==> src/rtl/seg_pkg.sv <==
`timescale 1ns/1ps
package seg_pkg;
    localparam int ADDR_W  = 32;
    localparam int IDX_W   = 13;
    localparam int TLIM_W  = 16;
    localparam int SLIM_W  = 20;
    localparam int ATTR_W  = 8;
    localparam int NUM_SEG = 6;
    localparam int SEG_W   = $clog2(NUM_SEG);
    localparam int NUM_TBL = 2;
    localparam int WORD_STEP = 4;

    typedef struct packed {
        logic [IDX_W-1:0] idx;
        logic             ti;
        logic [1:0]       rpl;
    } sel_t;

    typedef struct packed {
        logic       present;
        logic [1:0] dpl;
        logic [3:0] typ;
        logic       s;
    } attr_t;

    typedef struct packed {
        sel_t              sel;
        logic              valid;
        logic [ADDR_W-1:0] base;
        logic [SLIM_W-1:0] limit;
        attr_t             attr;
    } seg_ent_t;

    typedef struct packed {
        logic [ADDR_W-1:0] base;
        logic [TLIM_W-1:0] limit;
    } tbl_t;

    typedef enum logic [1:0] {
        FLT_NONE   = 2'd0,
        FLT_LIMIT  = 2'd1,
        FLT_ABSENT = 2'd2,
        FLT_SYSTEM = 2'd3
    } fault_e;

    typedef enum logic [1:0] {
        ST_IDLE, ST_LO, ST_HI, ST_DONE
    } fetch_st_e;

    // Entry address: table base plus eight bytes per index.
    function automatic logic [ADDR_W-1:0] desc_addr(tbl_t t, logic [IDX_W-1:0] idx);
        return t.base + ADDR_W'({idx, 3'b000});
    endfunction

    // Last byte of the entry lies beyond the table limit.
    function automatic logic past_limit(tbl_t t, logic [IDX_W-1:0] idx);
        return {idx, 3'b111} > t.limit;
    endfunction

    function automatic attr_t hi_attr(logic [31:0] hi);
        return attr_t'(hi[SLIM_W +: ATTR_W]);
    endfunction

    // Absent outranks system-type.
    function automatic fault_e hi_fault(logic [31:0] hi);
        attr_t a;
        a = hi_attr(hi);
        if (!a.present) return FLT_ABSENT;
        if (!a.s)       return FLT_SYSTEM;
        return FLT_NONE;
    endfunction
endpackage

==> src/rtl/seg_tbl_regs.sv <==
`timescale 1ns/1ps
module seg_tbl_regs
    import seg_pkg::*;
(
    input  logic              clk,
    input  logic              rst,
    input  logic              cfg_we,
    input  logic              cfg_tbl,
    input  logic [ADDR_W-1:0] cfg_base,
    input  logic [TLIM_W-1:0] cfg_limit,
    input  logic              pick_ti,
    output tbl_t              tbl_o
);
    tbl_t tbls [NUM_TBL];

    for (genvar g = 0; g < NUM_TBL; g++) begin : g_tbl
        always_ff @(posedge clk) begin
            if (rst) begin
                tbls[g] <= '0;
            end else if (cfg_we && (cfg_tbl == 1'(g))) begin
                tbls[g].base  <= cfg_base;
                tbls[g].limit <= cfg_limit;
            end
        end
    end

    assign tbl_o = pick_ti ? tbls[1] : tbls[0];
endmodule

==> src/rtl/seg_sel_check.sv <==
`timescale 1ns/1ps
module seg_sel_check
    import seg_pkg::*;
(
    input  sel_t              sel,
    input  tbl_t              tbl,
    output logic              is_null,
    output logic              over_lim,
    output logic [ADDR_W-1:0] addr
);
    always_comb begin
        is_null  = !sel.ti && (sel.idx == '0);
        over_lim = past_limit(tbl, sel.idx);
        addr     = desc_addr(tbl, sel.idx);
    end
endmodule

==> src/rtl/seg_fetch_fsm.sv <==
`timescale 1ns/1ps
module seg_fetch_fsm
    import seg_pkg::*;
(
    input  logic              clk,
    input  logic              rst,
    input  logic              ld_valid,
    input  logic [SEG_W-1:0]  ld_seg,
    input  sel_t              ld_sel,
    input  logic              chk_null,
    input  logic              chk_over,
    input  logic [ADDR_W-1:0] chk_addr,
    output logic              ld_ready,
    output logic              ld_done,
    output fault_e            ld_fault,
    output logic              mem_req,
    output logic [ADDR_W-1:0] mem_addr,
    input  logic              mem_ack,
    input  logic [31:0]       mem_rdata,
    output logic              wr_en,
    output logic [SEG_W-1:0]  wr_seg,
    output seg_ent_t          wr_ent
);
    fetch_st_e         st;
    logic [SEG_W-1:0]  seg_q;
    sel_t              sel_q;
    logic [ADDR_W-1:0] addr_q;
    logic [31:0]       lo_q, hi_q;
    fault_e            flt_q;
    logic              null_q;
    logic              accept;

    assign accept = ld_valid && (st == ST_IDLE) && (ld_seg < SEG_W'(NUM_SEG));

    always_ff @(posedge clk) begin
        if (rst) begin
            st     <= ST_IDLE;
            seg_q  <= '0;
            sel_q  <= '0;
            addr_q <= '0;
            lo_q   <= '0;
            hi_q   <= '0;
            flt_q  <= FLT_NONE;
            null_q <= 1'b0;
        end else begin
            unique case (st)
                ST_IDLE: if (accept) begin
                    seg_q  <= ld_seg;
                    sel_q  <= ld_sel;
                    addr_q <= chk_addr;
                    null_q <= chk_null;
                    if (chk_null) begin
                        flt_q <= FLT_NONE;
                        st    <= ST_DONE;
                    end else if (chk_over) begin
                        flt_q <= FLT_LIMIT;
                        st    <= ST_DONE;
                    end else begin
                        flt_q <= FLT_NONE;
                        st    <= ST_LO;
                    end
                end
                ST_LO: if (mem_ack) begin
                    lo_q <= mem_rdata;
                    st   <= ST_HI;
                end
                ST_HI: if (mem_ack) begin
                    hi_q  <= mem_rdata;
                    flt_q <= hi_fault(mem_rdata);
                    st    <= ST_DONE;
                end
                ST_DONE: st <= ST_IDLE;
                default: st <= ST_IDLE;
            endcase
        end
    end

    always_comb begin
        ld_ready = (st == ST_IDLE);
        ld_done  = (st == ST_DONE);
        ld_fault = ld_done ? flt_q : FLT_NONE;
        mem_req  = (st == ST_LO) || (st == ST_HI);
        mem_addr = addr_q + ((st == ST_HI) ? ADDR_W'(WORD_STEP) : '0);
        wr_en    = ld_done && (flt_q == FLT_NONE);
        wr_seg   = seg_q;
        wr_ent   = '0;
        wr_ent.sel = sel_q;
        if (!null_q) begin
            wr_ent.valid = 1'b1;
            wr_ent.base  = lo_q;
            wr_ent.limit = hi_q[SLIM_W-1:0];
            wr_ent.attr  = hi_attr(hi_q);
        end
    end
endmodule

==> src/rtl/seg_reg_file.sv <==
`timescale 1ns/1ps
module seg_reg_file
    import seg_pkg::*;
(
    input  logic             clk,
    input  logic             rst,
    input  logic             wr_en,
    input  logic [SEG_W-1:0] wr_seg,
    input  seg_ent_t         wr_ent,
    input  logic [SEG_W-1:0] rd_seg,
    output seg_ent_t         rd_ent
);
    seg_ent_t ents [NUM_SEG];

    for (genvar g = 0; g < NUM_SEG; g++) begin : g_seg
        always_ff @(posedge clk) begin
            if (rst)
                ents[g] <= '0;
            else if (wr_en && (wr_seg == SEG_W'(g)))
                ents[g] <= wr_ent;
        end
    end

    always_comb begin
        rd_ent = '0;
        for (int i = 0; i < NUM_SEG; i++)
            if (rd_seg == SEG_W'(i)) rd_ent = ents[i];
    end
endmodule

==> src/rtl/seg_load_unit.sv <==
`timescale 1ns/1ps
module seg_load_unit
    import seg_pkg::*;
(
    input  logic              clk,
    input  logic              rst,
    input  logic              cfg_we,
    input  logic              cfg_tbl,
    input  logic [ADDR_W-1:0] cfg_base,
    input  logic [TLIM_W-1:0] cfg_limit,
    input  logic              ld_valid,
    input  logic [SEG_W-1:0]  ld_seg,
    input  logic [15:0]       ld_sel,
    output logic              ld_ready,
    output logic              ld_done,
    output logic [1:0]        ld_fault,
    output logic              mem_req,
    output logic [ADDR_W-1:0] mem_addr,
    input  logic              mem_ack,
    input  logic [31:0]       mem_rdata,
    input  logic [SEG_W-1:0]  rd_seg,
    output logic              rd_valid,
    output logic [15:0]       rd_sel,
    output logic [ADDR_W-1:0] rd_base,
    output logic [SLIM_W-1:0] rd_limit,
    output logic [ATTR_W-1:0] rd_attr
);
    sel_t              sel_in;
    tbl_t              tbl;
    logic              chk_null, chk_over;
    logic [ADDR_W-1:0] chk_addr;
    fault_e            flt;
    logic              wr_en;
    logic [SEG_W-1:0]  wr_seg;
    seg_ent_t          wr_ent, rd_ent;

    assign sel_in = sel_t'(ld_sel);

    seg_tbl_regs u_tbl (
        .clk(clk), .rst(rst), .cfg_we(cfg_we), .cfg_tbl(cfg_tbl),
        .cfg_base(cfg_base), .cfg_limit(cfg_limit),
        .pick_ti(sel_in.ti), .tbl_o(tbl)
    );

    seg_sel_check u_chk_sel (
        .sel(sel_in), .tbl(tbl),
        .is_null(chk_null), .over_lim(chk_over), .addr(chk_addr)
    );

    seg_fetch_fsm u_fsm (
        .clk(clk), .rst(rst), .ld_valid(ld_valid), .ld_seg(ld_seg), .ld_sel(sel_in),
        .chk_null(chk_null), .chk_over(chk_over), .chk_addr(chk_addr),
        .ld_ready(ld_ready), .ld_done(ld_done), .ld_fault(flt),
        .mem_req(mem_req), .mem_addr(mem_addr), .mem_ack(mem_ack), .mem_rdata(mem_rdata),
        .wr_en(wr_en), .wr_seg(wr_seg), .wr_ent(wr_ent)
    );

    seg_reg_file u_regs (
        .clk(clk), .rst(rst), .wr_en(wr_en), .wr_seg(wr_seg), .wr_ent(wr_ent),
        .rd_seg(rd_seg), .rd_ent(rd_ent)
    );

    assign ld_fault = flt;
    assign rd_valid = rd_ent.valid;
    assign rd_sel   = rd_ent.sel;
    assign rd_base  = rd_ent.base;
    assign rd_limit = rd_ent.limit;
    assign rd_attr  = rd_ent.attr;
endmodule

==> config.mk <==
export PLATFORM = sky130hd
export DESIGN_NAME = seg_load_unit
export DESIGN_NICKNAME = d
export VERILOG_FILES = /design/src/rtl/seg_pkg.sv /design/src/rtl/seg_tbl_regs.sv /design/src/rtl/seg_sel_check.sv /design/src/rtl/seg_fetch_fsm.sv /design/src/rtl/seg_reg_file.sv /design/src/rtl/seg_load_unit.sv
export SDC_FILE = /design/constraint.sdc
export NUM_CORES = 1
export LEC_CHECK = 0
export ABC_AREA = 1
export BUFFER_PORTS_ARGS = -buffer_cell sky130_fd_sc_hd__buf_2
export CORE_MARGIN = 4
export CORE_UTILIZATION = 45
export CTS_BUF_LIST = sky130_fd_sc_hd__clkbuf_4 sky130_fd_sc_hd__clkbuf_8
export CTS_CLUSTER_SIZE = 30
export DETAILED_ROUTE_END_ITERATION = 7
export GPL_TIMING_DRIVEN = 0
export SLEW_MARGIN = 5
export SYNTH_ARGS = -nofsm -noshare
export SYNTH_HDL_FRONTEND = slang
export SYNTH_SLANG_ARGS = --single-unit
==> constraint.sdc <==
create_clock -name clk -period 9.2 [get_ports clk]
set_clock_uncertainty 0.15 [all_clocks]
set_input_delay 1.84 -clock clk [delete_from_list [all_inputs] [get_ports clk]]
set_output_delay 1.84 -clock clk [all_outputs]
set_load 0.03 [all_outputs]
==> results.md, run 1 <==
- Status: finished, final reports clean
- Worst hold stages: 2
- Syn avg cell area: 9.77 µm²
- Hold WS: 352 ps
- CTS resizes: 0
- Share of cells above drive strength 1: 16.2%
- Pleak: 13.9 nW
- Adder-Cell Fraction of Synth Area: 1.39%
- Worst path cell trace: buf_2 -> inv_2 -> nor3_2 -> buf_2 -> buf_2 -> nand2_1 -> nand3_1 -> buf_2
- Mapped Nets: 3239
- TritonCTS clock tree: done
- Synth Area in Simple Gates: 22.6%
- Final #Nets: 3581
- Max IR drop VDD: 127 µV
- Post-DR vias/cell: 5.40
- Period utilization: 67.8%
- Post-synth cell types: 38
- First-pass GRT wire length: 138000 µm
- I/O Pins: 222
- Total GRT Usage: 25.4%
- Most common cell after layout, fill and taps aside: nor2_1
- Chip Width: 267 µm
- Proportion of netlist area held by the largest area contributor: 55.4%
- Pwr/cell area: 220 nW/µm²
- Yosys Warn Count: 0
- WS Path Type: in -> out
- CTS Root Cell: clkbuf_8
- DRC violations left: 0
- Worst-path fanout max: 10
- Placed cell count: 4192
- Die Span Y: 267 µm
- Synth top area cells: edfxtp_1 55%, nor2_1 7.7%, dfxtp_1 7.7%
- Grt ovf: 0
- RSZ-0062 raised after global routing: false
- Hold buffers post-CTS: 0
- Final std cells w/o fill: 4411
- Fin. Hold Viols: 0
- Most frequent cells in the layout: 624 x nor2_1, 558 x edfxtp_1, 410 x nand2_1, 367 x nand3_1, 277 x buf_2
- # H-tree levels: 3
- Largest net degree at the start of global routing: 45
- Worst slew margin: 10.8%
- Dpl hpwl: 64900 µm
- R2r setup slk: 6540 ps
- Xor and xnor fraction of the mapped netlist area: 1.07%
- Area of the die: 71500 µm²
- Initial antenna violation count: 16
- Cell count of the worst reg-to-reg path: 10
- DRT iter0 DRCs: 2130
- Mux share of post-synthesis cell area: 0.397%
- Hold Crit Class: reg -> reg
- # fillers: 6082
- Post-CTS Setup Inserts: 0
- Slowest-stage cell, CP: nor3_2
- Syn-to-layout area delta: 16.1%
- Area leader, netlist: edfxtp_1
- Most common cell on crit path: buf_2
- Worst-skew pair later-pin latency: 740 ps
- Synth Area in Compound Gates: 5.29%
- Clock buffer depth: 3
- Avg WL per Cell: 20.8 µm
- Initial Util: 45.7%
- # rows: 94
- Number of global-route vias before repair: 23200
- Largest stage delay on the critical path: 550 ps
- Critical path arrival: 4240 ps
- Max_cap viols: 0
- 1st-pass router iterations: 7
- Post-route ant nets: 0
- CP Capture Type: output port
- Final setup fails: 0
- Setup TNS: 0 ps
- Slew Viols, Final: 0
- Num Clock Sinks: 674
- Actual slew at the worst max-slew pin: 1340 ps
- Port Buffers: 220
- Gpl congestion: 0.858
- Final wirelength: 92000 µm
- Post-synthesis sequential area ratio: 63.0%
- Final Core Density: 53.1%
- Syn Std Cell Area: 30300 µm²
- Flip-flop and latch count after synthesis: 674
- Fin crit period: 6230 ps
- Syn Inst Count: 3098
- F_max: 160 MHz
- Vias: 23800
- Setup crit start kind: primary input
- Main combinational cell family by area after synthesis: simple AND/OR/NAND/NOR gates
- Worst Path Required: 7210 ps
- Clk slew on worst S/H paths: 60 ps
- Area of the core: 66200 µm²
- CTS buffer count: 110
## critical path: cells and delay by family
| family | cells | cell delay (ps) |
|---|---|---|
| simple gates | 3 | 820 |
| buf+inv | 5 | 1570 |
## metrics by stage
stage | area (µm²) | power (mW) | worst slack [ps]
6_report | 35100 | 7.71 | 2970
5_1_grt | 35100 | 8.03 | 2940
4_1_cts | 35100 | 7.74 | 2910
3_5_place_dp | 32800 | 5.01 | 2920
3_3_place_gp | 32400 | 5.00 | -1070
2_1_floorplan | 30300 | 4.52 | 1960
## state kept, by name, summed over array words and instances, names as in the netlist
register,count
u_fsm.addr_q,32
u_fsm.flt_q,2
u_fsm.hi_q,28
u_fsm.lo_q,32
u_fsm.null_q,1
u_fsm.st,2
u_fsm.wr_ent,16
u_fsm.wr_seg,3
u_regs.ents,462
u_tbl.tbls,96
## layout make-up
class	instances	area (µm²)	area share [%]
Antenna cell	10	25.0	0.0712
Buffer	181	867	2.47
Clock buffer	176	2110	6.00
Clock inverter	33	236	0.673
Inverter	270	1010	2.88
Multi-Input combinational cell	1973	9380	26.7
Sequential cell	674	19100	54.3
Tap cell	864	1080	3.08
Timing Repair Buffer	230	1350	3.85
## report_power, final
group	switching [mW]	internal (mW)
sequential	0.101	3.56
clock	1.23	1.52
combinational	0.988	0.316
## layer usage
layer	up-vias	wire, µm	track usage, %
li1	11200	-	-
met1	11500	37300	33.5
met2	922	43900	42.2
met3	164	8200	5.94
met4	10	2480	7.11
met5	-	67	0
## logic make-up after synthesis
kind of cell    count (synthesis)
flops                         674
xor+xnor                       37
buf+inv                       451
fa+ha+maj                      33
compound gates                316
mux                            12
simple gates                 1575
## path summary, 6_finish.rpt
path	to	start
worst min-delay path	u_fsm.wr_seg[0]$_SDFFE_PP0P_	u_fsm.wr_seg[0]$_SDFFE_PP0P_
worst max register to register	u_regs.ents[1][21]$_SDFFCE_PN0P_	u_fsm.st[0]$_SDFFE_PP0P_
worst max-delay path	rd_sel[1]	rd_seg[0]
worst min register to register	u_fsm.wr_seg[0]$_SDFFE_PP0P_	u_fsm.wr_seg[0]$_SDFFE_PP0P_
## synth_stat cells
| master | n |
|---|---|
| nor2_1 | 624 |
| edfxtp_1 | 558 |
| nand2_1 | 415 |
| nand3_1 | 367 |
| inv_1 | 251 |
| a21oi_1 | 197 |
| dfxtp_1 | 116 |
| o21ai_0 | 109 |
| nand4_1 | 96 |
| clkbuf_1 | 91 |
| buf_2 | 57 |
| xor2_1 | 34 |
| ha_1 | 32 |
| inv_2 | 19 |
| nand2_2 | 18 |
| buf_1 | 16 |
| buf_6 | 14 |
| nor3_1 | 14 |
| nor2_2 | 13 |
| mux2i_1 | 12 |
| nor2_4 | 6 |
| nor3_2 | 5 |
| a31oi_1 | 4 |
| or2_2 | 4 |
| and2_1 | 3 |
| and3_1 | 3 |
| buf_4 | 3 |
| nor4_1 | 3 |
| xnor2_1 | 3 |
| a211oi_1 | 2 |
| o211ai_1 | 2 |
| a21boi_0 | 1 |
| fa_1 | 1 |
| nand2_4 | 1 |
| nand3_2 | 1 |
| nand3b_1 | 1 |
| nor3b_2 | 1 |
| o21bai_1 | 1 |
No activity file was read; power rests on OpenSTA's default activity.
==> inputs of run 2 (changes only) <==
==> constraint.sdc (replaced) <==
create_clock -name clk -period 5.6 [get_ports clk]
set_clock_uncertainty 0.15 [all_clocks]
set_input_delay 1.12 -clock clk [delete_from_list [all_inputs] [get_ports clk]]
set_output_delay 1.12 -clock clk [all_outputs]
set_load 0.03 [all_outputs]
==> run 2 against run 1 <==
Sequential power is 64% higher; global-route usage is 0.26 points lower; largest power group unchanged; clock power is 57% higher; total power is 61% higher; first-iteration DRC count is 0.38% higher.
==> results.md, run 2 (synthesis gave the netlist of run 1 again) <==
- Most common cell after layout, fill and taps aside: nor2_1 (unchanged)
- Setup crit start kind: register (was primary input)
- Max IR drop VDD: 248 µV (was 127 µV)
- Setup TNS: 0 ps (unchanged)
- Num Clock Sinks: 674 (unchanged)
- 1st-pass router iterations: 6 (was 7)
- Status: finished, final reports clean (unchanged)
- Fin. Hold Viols: 0 (unchanged)
- Hold path start: u_fsm.flt_q[1]$_SDFFE_PP0P_ (was u_fsm.wr_seg[0]$_SDFFE_PP0P_)
- Final #Nets: 3582 (was 3581)
- TritonCTS clock tree: done (unchanged)
- Slew Viols, Final: 0 (unchanged)
- Top Registers: u_regs.ents x462, u_tbl.tbls x96 (unchanged)
- Die Span Y: 267 µm (unchanged)
- Pleak: 13.9 nW (about the same)
- WS Path Type: reg -> out (was in -> out)
- Number of flip-flops in the largest register: 462 (unchanged)
- Max_cap viols: 0 (unchanged)
- DRT iter0 DRCs: 2138 (was 2130)
- Pwr/cell area: 356 nW/µm² (was 220 nW/µm²)
- Total GRT Usage: 25.1% (was 25.4%)
- F_max: 205 MHz
- RR Endpoint: u_regs.ents[1][36]$_SDFFCE_PN0P_ (was u_regs.ents[1][21]$_SDFFCE_PN0P_)
- Gpl congestion: 0.863 (was 0.858)
- Final setup fails: 0 (unchanged)
- Clock buffer depth: 3 (unchanged)
- Port Buffers: 220 (unchanged)
- Chip Width: 267 µm (unchanged)
- Vias: 23900 (was 23800)
- I/O Pins: 222 (unchanged)
- Area of the die: 71500 µm² (unchanged)
- Dpl hpwl: 63800 µm (was 64900 µm)
- Hold endpoint: u_fsm.flt_q[1]$_SDFFE_PP0P_ (was u_fsm.wr_seg[0]$_SDFFE_PP0P_)
- Avg WL per Cell: 20.7 µm (was 20.8 µm)
- Hold Crit Class: reg -> reg (unchanged)
- Number of global-route vias before repair: 23500 (was 23200)
- Worst slew margin: 15.7% (was 10.8%)
- CTS resizes: 0 (unchanged)
- Grt ovf: 0 (unchanged)
- Initial Util: 45.7% (unchanged)
- Worst hold stages: 2 (unchanged)
- RSZ-0062 raised after global routing: false (unchanged)
- Post-route ant nets: 0 (unchanged)
- Share of cells above drive strength 1: 16.0% (was 16.2%)
- # rows: 94 (unchanged)
- Most frequent cells in the layout: 624 x nor2_1, 558 x edfxtp_1, 410 x nand2_1, 367 x nand3_1, 277 x buf_2 (unchanged)
- Final instance area: 35000 µm² (was 35100 µm²)
- CTS buffer count: 111 (was 110)
- Final Core Density: 52.9% (was 53.1%)
- Reg2Reg Launch Point: u_fsm.st[0]$_SDFFE_PP0P_ (unchanged)
- Hold buffers post-CTS: 0 (unchanged)
- Period utilization: 87.2%
- Post-CTS Setup Inserts: 0 (unchanged)
- First-pass GRT wire length: 136000 µm (was 138000 µm)
- # H-tree levels: 3 (unchanged)
- CTS Root Cell: clkbuf_8 (unchanged)
- Largest net degree at the start of global routing: 45 (unchanged)
- R2r setup slk: 2840 ps (was 6540 ps)
- Area of the core: 66200 µm² (unchanged)
- Syn-to-layout area delta: 15.6% (was 16.1%)
- Worst-path fanout max: 5 (was 10)
- CP Capture Type: output port (unchanged)
- Worst-skew pair later-pin latency: 720 ps (was 740 ps)
- Final wirelength: 91100 µm (was 92000 µm)
- DRC violations left: 0 (unchanged)
- Worst Path Required: 4330 ps (was 7210 ps)
- Clk slew on worst S/H paths: 60 ps (about the same)
- Cell count of the worst reg-to-reg path: 10 (unchanged)
- Fin crit period: 4890 ps
- Hold WS: 349 ps (was 352 ps)
- Largest reg by FF count: u_regs.ents (unchanged)
- Cell Area, Placed: 32800 µm² (about the same)
- Initial antenna violation count: 16 (unchanged)
- Tot Pwr: 12.4 mW (was 7.71 mW)
- Critical path arrival: 3620 ps (was 4240 ps)
- Actual slew at the worst max-slew pin: 1260 ps (was 1340 ps)
- Post-DR vias/cell: 5.42 (was 5.40)
==> run 2: cell count changes in the layout (fill, tap and decap cells not counted), sizes merged <==
cell | before | now
clkbuf | 267 | 256
clkinv | 24 | 34
clkinvlp | 1 | 2
diode | 10 | 7
inv | 276 | 273
==> run 2: cell type report <==
cell class,count,area [µm²]
Fill cell,6039,31200
Clock buffer,165,1960
Antenna cell,7,17.5
Timing Repair Buffer,230,1340
Multi-Input combinational cell,1973,9380
Buffer,181,867
Clock inverter,41,263
Inverter,270,1010
Sequential cell,674,19100
Tap cell,864,1080
==> run 2: worst max-delay path: stages (launching register included) <==
cell	delay, ps
dfxtp_1	340
inv_1	100
ha_1	280
ha_1	290
ha_1	240
nand3_2	150
nor4_1	790
nand4_1	250
xor2_1	220
buf_2	220
==> run 2: worst max-delay path by stage <==
stage                             startpoint                              end  slack (ps)
CTS                 u_fsm.st[0]$_SDFFE_PP0P_                     mem_addr[30]         730
global placement                      cfg_we  u_tbl.tbls[0][38]$_SDFFCE_PN0P_       -1670
detailed placement                 rd_seg[0]                      rd_base[17]         800
finish              u_fsm.st[0]$_SDFFE_PP0P_                     mem_addr[30]         710
floorplan                            cfg_tbl   u_tbl.tbls[1][0]$_SDFFCE_PN0P_         370
global route        u_fsm.st[0]$_SDFFE_PP0P_                     mem_addr[30]         550
==> run 2: per-stage QoR <==
step / std cells / setup WS [ps]
3_3_place_gp: 4182 / -1670
3_5_place_dp: 4192 / 804
2_1_floorplan: 3098 / 372
5_1_grt: 4401 / 545
4_1_cts: 4398 / 731
6_report: 4405 / 714
==> run 2: power breakdown <==
part           switching [mW]  internal, mW  total [mW]
combinational            1.61         0.517        2.12
sequential              0.166          5.85        6.01
clock                    1.98          2.33        4.31
total                    3.75          8.70        12.4
==> run 2: per-layer routing <==
layer	global-route usage [%]	up-vias	wire, µm
li1	-	11200	-
met1	32.9	11500	36800
met2	41.3	958	43300
met3	5.71	180	8260
met4	8.84	14	2750
met5	0	-	79
